## config.mk

```make
export PLATFORM = sky130hd
export DESIGN_NAME = pwr_mode_ctrl
export DESIGN_NICKNAME = d
export VERILOG_FILES = /design/src/rtl/pwr_mode_ctrl.sv
export SDC_FILE = /design/constraint.sdc
export NUM_CORES = 1
export LEC_CHECK = 0
export ABC_CLOCK_PERIOD_IN_PS = 2400
export BUFFER_PORTS_ARGS = -buffer_cell sky130_fd_sc_hd__buf_2
export CAP_MARGIN = 40
export CORE_MARGIN = 2
export CORE_UTILIZATION = 36
export CTS_BUF_LIST = sky130_fd_sc_hd__clkbuf_16
export DETAILED_ROUTE_END_ITERATION = 8
export PLACE_DENSITY = 0.54
export SLEW_MARGIN = 20
export SYNTH_ARGS = -nofsm -noshare
export SYNTH_HDL_FRONTEND = slang
export SYNTH_SLANG_ARGS = --single-unit
```

## constraint.sdc

```tcl
create_clock -name clk -period 2.4 [get_ports clk]
set_clock_uncertainty 0.1 [all_clocks]
set_input_delay 0.12 -clock clk [delete_from_list [all_inputs] [get_ports clk]]
set_output_delay 0.12 -clock clk [all_outputs]
set_load 0.01 [all_outputs]
```

## src/rtl/pwr_mode_ctrl.sv

```systemverilog
module pwr_mode_ctrl #(
  parameter int MC_CLKS    = 12,
  parameter int RST_MC     = 2,
  parameter int OSC_SETTLE = 16,
  parameter int NIRQ       = 5
) (
  input  logic            clk,
  input  logic            por_n,
  input  logic            rst_pin,
  input  logic            wr_en,
  input  logic [1:0]      wr_data,
  input  logic [NIRQ-1:0] irq,
  output logic [1:0]      ctl_bits,
  output logic [1:0]      mode,
  output logic            cpu_clk_en,
  output logic            per_clk_en,
  output logic            osc_en,
  output logic            sys_rst,
  output logic            ram_wr_inhibit
);
  localparam int RST_CYC = MC_CLKS * RST_MC;
  localparam int CW = $clog2(RST_CYC + 1);
  localparam int SW = (OSC_SETTLE > 1) ? $clog2(OSC_SETTLE) : 1;
  localparam logic [1:0] M_RUN = 2'd0, M_IDLE = 2'd1, M_PDOWN = 2'd2;
  localparam logic [CW-1:0] RST_LAST = CW'(RST_CYC - 1);
  localparam logic [CW-1:0] RST_SAT  = CW'(RST_CYC);
  localparam logic [SW-1:0] STL_LAST = SW'(OSC_SETTLE - 1);

  logic [CW-1:0] hi_cnt;
  logic          rst_q;
  logic [SW-1:0] stl_cnt;
  logic          waking;
  logic [1:0]    pcon;
  logic [1:0]    mode_q;

  always_ff @(posedge clk or negedge por_n) begin
    if (!por_n) begin
      hi_cnt <= '0;
      rst_q  <= 1'b0;
    end else if (!rst_pin) begin
      hi_cnt <= '0;
      rst_q  <= 1'b0;
    end else begin
      if (hi_cnt != RST_SAT) hi_cnt <= hi_cnt + 1'b1;
      rst_q <= (hi_cnt >= RST_LAST);
    end
  end

  always_ff @(posedge clk or negedge por_n) begin
    if (!por_n) begin
      mode_q  <= M_RUN;
      pcon    <= 2'b00;
      waking  <= 1'b0;
      stl_cnt <= '0;
    end else if (mode_q == M_PDOWN) begin
      if (waking) begin
        if (stl_cnt == STL_LAST) begin
          waking  <= 1'b0;
          stl_cnt <= '0;
          mode_q  <= M_RUN;
          pcon    <= 2'b00;
        end else begin
          stl_cnt <= stl_cnt + 1'b1;
        end
      end else if (rst_q) begin
        waking  <= 1'b1;
        stl_cnt <= '0;
      end
    end else if (rst_q) begin
      mode_q <= M_RUN;
      pcon   <= 2'b00;
    end else if (mode_q == M_IDLE) begin
      if (|irq) begin
        pcon[0] <= 1'b0;
        mode_q  <= M_RUN;
      end
    end else if (wr_en) begin
      pcon <= wr_data;
      if (wr_data[1])      mode_q <= M_PDOWN;
      else if (wr_data[0]) mode_q <= M_IDLE;
    end
  end

  assign ctl_bits       = pcon;
  assign mode           = mode_q;
  assign cpu_clk_en     = (mode_q == M_RUN);
  assign per_clk_en     = (mode_q != M_PDOWN);
  assign osc_en         = (mode_q != M_PDOWN) || waking;
  assign sys_rst        = rst_q;
  assign ram_wr_inhibit = rst_q;
endmodule

```

==> results.rst <==
.. list-table::
   :header-rows: 1

   * - Metric
     - Value
   * - Leakage Power
     - 0.5193 nW
   * - Clock insertion delay at the later pin of the skew report
     - 240 ps
   * - Mean Syn Cell Area
     - 10.27 um2
   * - Layout overhead on the synthesized area
     - 24.52%
   * - Sequential Power Share
     - 32.6%
   * - Post-cts resize count
     - 0
   * - Reg clk slew, reported paths
     - 50 ps
   * - First-pass GRT wire length
     - 2946 um
   * - Post-detailed-route count of antenna-violating nets
     - 0
   * - Routed wirelength normalized by instance count
     - 12.13 um
   * - Max VDD drop
     - 0.0005865 V
   * - Non-filler cells, final
     - 133
   * - Total grt overflow
     - 0
   * - CP Class
     - register to register
   * - Largest buffer count on any clock path
     - 2
   * - Share of cells above drive strength 1
     - 23.81%
   * - Top Ports
     - 20
   * - Die Area
     - 0.002772 mm2
   * - Max-slew violation count
     - 0
   * - Worst setup slack after layout
     - 580.7 ps
   * - Worst-path maximum fanout
     - 6
   * - Final hold vios
     - 0
   * - Status
     - completed
   * - Layout Cell Area excl Fill
     - 0.001061 mm2
   * - Sinks on the clock net
     - 15
   * - Class of the tightest hold or removal check
     - input port to register
   * - Proportion of power drawn by combinational gates
     - 35.3%
   * - Antenna diode count
     - 0
   * - Type of element capturing the critical path
     - register
   * - Total negative slack for setup checks
     - 0 ps
   * - Gate count after technology mapping
     - 83
   * - Net switching power of the design
     - 0.3124 mW
   * - All-Layer GR Usage
     - 14.57%
   * - Initial DRC count
     - 13
   * - Measured slew at the worst slew-check pin
     - 507.5 ps
   * - Placed cell count
     - 128
   * - Yosys Warn Count
     - 0
   * - Setup repair after global routing missed its margin
     - false
   * - Clock period minus final worst setup slack
     - 1819 ps
   * - Post-route fraction of the period consumed by the critical path
     - 75.81%
   * - Worst slack at placement
     - 573.0 ps
   * - Wire length reported by the detailed router
     - 1613 um
   * - Switching Share
     - 31.97%
   * - Clock Power Share
     - 32.1%
   * - Pin count of the biggest net entering global routing
     - 16
   * - HPWL Detailed
     - 1235 um
   * - Initial core utilization
     - 38.15%
   * - First-pass iteration count of the detailed router
     - 4
   * - Sequential-to-total area share from yosys stat
     - 44.05%
   * - Number of filler instances in the final layout
     - 228
   * - Via count of the first global-routing pass
     - 698
   * - Initial antenna violation count
     - 0
   * - Number of nets in the layout
     - 123
   * - Number of register bits inferred by synthesis
     - 15
   * - Root Driver
     - sky130_fd_sc_hd__clkbuf_16
   * - Number of rows in the core area
     - 17
   * - Worst path arrival time
     - 1840 ps
   * - Die Span Y
     - 52.65 um
   * - Nets in the synthesized netlist
     - 100
   * - Critical path required time
     - 2430 ps
   * - Post-synthesis instance area
     - 852.1 um2
   * - Maximum clock frequency
     - 0.5497 GHz
   * - Post-DP Area
     - 972.2 um2
   * - Clock tree from TritonCTS
     - done
   * - Total power per unit cell area
     - 920.8 mW/mm2
   * - Endpoints failing setup
     - 0
   * - Max-cap viol count
     - 0
   * - Gp weighted congestion
     - 0.7833
   * - Area of the core region
     - 0.002233 mm2
   * - Worst slew margin
     - 65.69%
   * - Htree depth
     - 1
   * - Number of library cell types mapped by synthesis
     - 29
   * - Count of vias placed by the detailed router
     - 685
   * - Kind of launch point of the worst setup path
     - register
   * - Design internal power
     - 0.6647 mW
   * - Vias per cell
     - 5.150
   * - TritonCTS buffer count
     - 3
   * - IO Port Bufs
     - 19
   * - Detailed-route DRC error count
     - 0
   * - Die width
     - 52.65 um
## worst paths after layout
kind / startpoint / endpoint / slack, ps / cells past startpoint
worst max-delay path: mode[0] / mode[1] / 580 / 5
worst min-delay path: rst_pin / ram_wr_inhibit / 50 / 3
worst max register to register: mode[0] / mode[1] / 580 / 5
worst min register to register: stl_cnt[0] / stl_cnt[0] / 420 / 1
max in group asynchronous: por_n / mode[1] / 1740 / 2
min in group asynchronous: por_n / waking / 210 / 2
## power groups by stage
stage / Combinational (mW) / Sequential (mW) / Clock [mW]
after floorplan: 0.224 / 0.335 / 0
after global placement: 0.341 / 0.322 / 0
after detailed placement: 0.348 / 0.323 / 0
after CTS: 0.350 / 0.320 / 0.325
after global routing: 0.390 / 0.326 / 0.334
final: 0.345 / 0.318 / 0.314
## flip-flops by register name (all words and copies together) (netlist names)
| signal | cells |
|---|---|
| ctl_bits | 2 |
| hi_cnt | 5 |
| mode | 2 |
| ram_wr_inhibit | 1 |
| stl_cnt | 4 |
| waking | 1 |
## metrics by stage
stage | power, mW | hold slack (ps) | utilization (%)
floorplan | 0.5589 | -275.6 | -
global placement | 0.6629 | -52.29 | 43.53
detailed placement | 0.6708 | -56.29 | 43.53
CTS | 0.9945 | 41.24 | 47.51
global route | 1.050 | 65.95 | 47.51
finish | 0.9770 | 45.36 | 47.51
## cell families (layout without fill, tap and decap cells)
kind of cell / count (synthesis) / after routing / share of synthesized area, %
simple gates: 29 / 29 / 19.53
compound gates: 18 / 18 / 16.45
flops: 15 / 15 / 44.05
buf+inv: 9 / 31 / 4.699
fa+ha+maj: 6 / 6 / 8.810
xor+xnor: 4 / 4 / 4.112
mux: 2 / 2 / 2.350
## cell usage after synthesis
master / instances / area, um2
sky130_fd_sc_hd__nand3_1: 7 / 35.03
sky130_fd_sc_hd__ha_1: 6 / 75.07
sky130_fd_sc_hd__mux2i_1: 2 / 20.02
sky130_fd_sc_hd__dfrtp_1: 15 / 375.4
sky130_fd_sc_hd__nand2_1: 4 / 15.01
sky130_fd_sc_hd__o31ai_1: 1 / 7.510
sky130_fd_sc_hd__nor2b_1: 1 / 6.260
sky130_fd_sc_hd__nor4_1: 1 / 6.260
sky130_fd_sc_hd__nor3_1: 2 / 10.01
sky130_fd_sc_hd__nor4b_1: 1 / 8.760
sky130_fd_sc_hd__buf_4: 1 / 7.510
sky130_fd_sc_hd__nand2b_1: 4 / 25.02
sky130_fd_sc_hd__a21o_1: 1 / 7.510
sky130_fd_sc_hd__inv_1: 6 / 22.52
sky130_fd_sc_hd__a21oi_1: 5 / 25.02
sky130_fd_sc_hd__a22o_1: 1 / 8.760
sky130_fd_sc_hd__and2_1: 3 / 18.77
sky130_fd_sc_hd__nand4b_1: 1 / 8.760
sky130_fd_sc_hd__xnor2_1: 3 / 26.28
sky130_fd_sc_hd__o41ai_1: 1 / 8.760
sky130_fd_sc_hd__a31oi_1: 1 / 6.260
sky130_fd_sc_hd__buf_2: 2 / 10.01
sky130_fd_sc_hd__a32o_1: 3 / 30.03
sky130_fd_sc_hd__xor2_1: 1 / 8.760
sky130_fd_sc_hd__a221oi_4: 1 / 26.28
sky130_fd_sc_hd__nor2_1: 2 / 7.510
sky130_fd_sc_hd__nand4_2: 1 / 12.51
sky130_fd_sc_hd__and3_1: 2 / 12.51
sky130_fd_sc_hd__o21ai_0: 4 / 20.02
## what timing repair did
action	4_1_cts	5_1_grt
buffers inserted	0	0
hold endpoints to repair	15	0
setup endpoints to repair	0	0
hold buffers	1	0
## per-layer routing
layer	track usage, %	vias up	wire length (um)
li1	-	343	-
met1	16.70	326	735
met2	25.42	14	794
met3	5.143	2	71
met4	3.846	0	11
met5	0	-	0
## cell usage in the layout (no fill, tap or decap), drive strengths merged
master,n
nand4b,1
a21oi,5
a32o,3
nand3,7
o31ai,1
nor2b,1
o41ai,1
nand2b,4
dlygate4sd3,1
a21o,1
inv,7
nor3,2
nor4,1
buf,20
nand2,4
dfrtp,15
and3,2
o21ai,4
mux2i,2
a22o,1
a221oi,1
nor2,2
xnor2,3
nand4,1
clkbuf,3
a31oi,1
xor2,1
nor4b,1
and2,3
ha,6
## worst max-delay path, stage by stage (launching register included)
cell and delay, ps:
sky130_fd_sc_hd__dfrtp_1 380, sky130_fd_sc_hd__inv_1 70, sky130_fd_sc_hd__ha_1 210, sky130_fd_sc_hd__nor4b_1 500
sky130_fd_sc_hd__a221oi_4 150, sky130_fd_sc_hd__a32o_1 280
## final cells by class
cell class / count / area (um2) / share of cell area (%)
Multi-Input combinational cell: 59 / 436.7 / 41.16
Sequential cell: 15 / 375.4 / 35.38
Timing Repair Buffer: 21 / 112.6 / 10.61
Clock buffer: 3 / 75.07 / 7.075
Tap cell: 28 / 35.03 / 3.302
Inverter: 6 / 22.52 / 2.123
Clock inverter: 1 / 3.754 / 0.3538
Note: power is estimated with default switching activity, not from simulation.
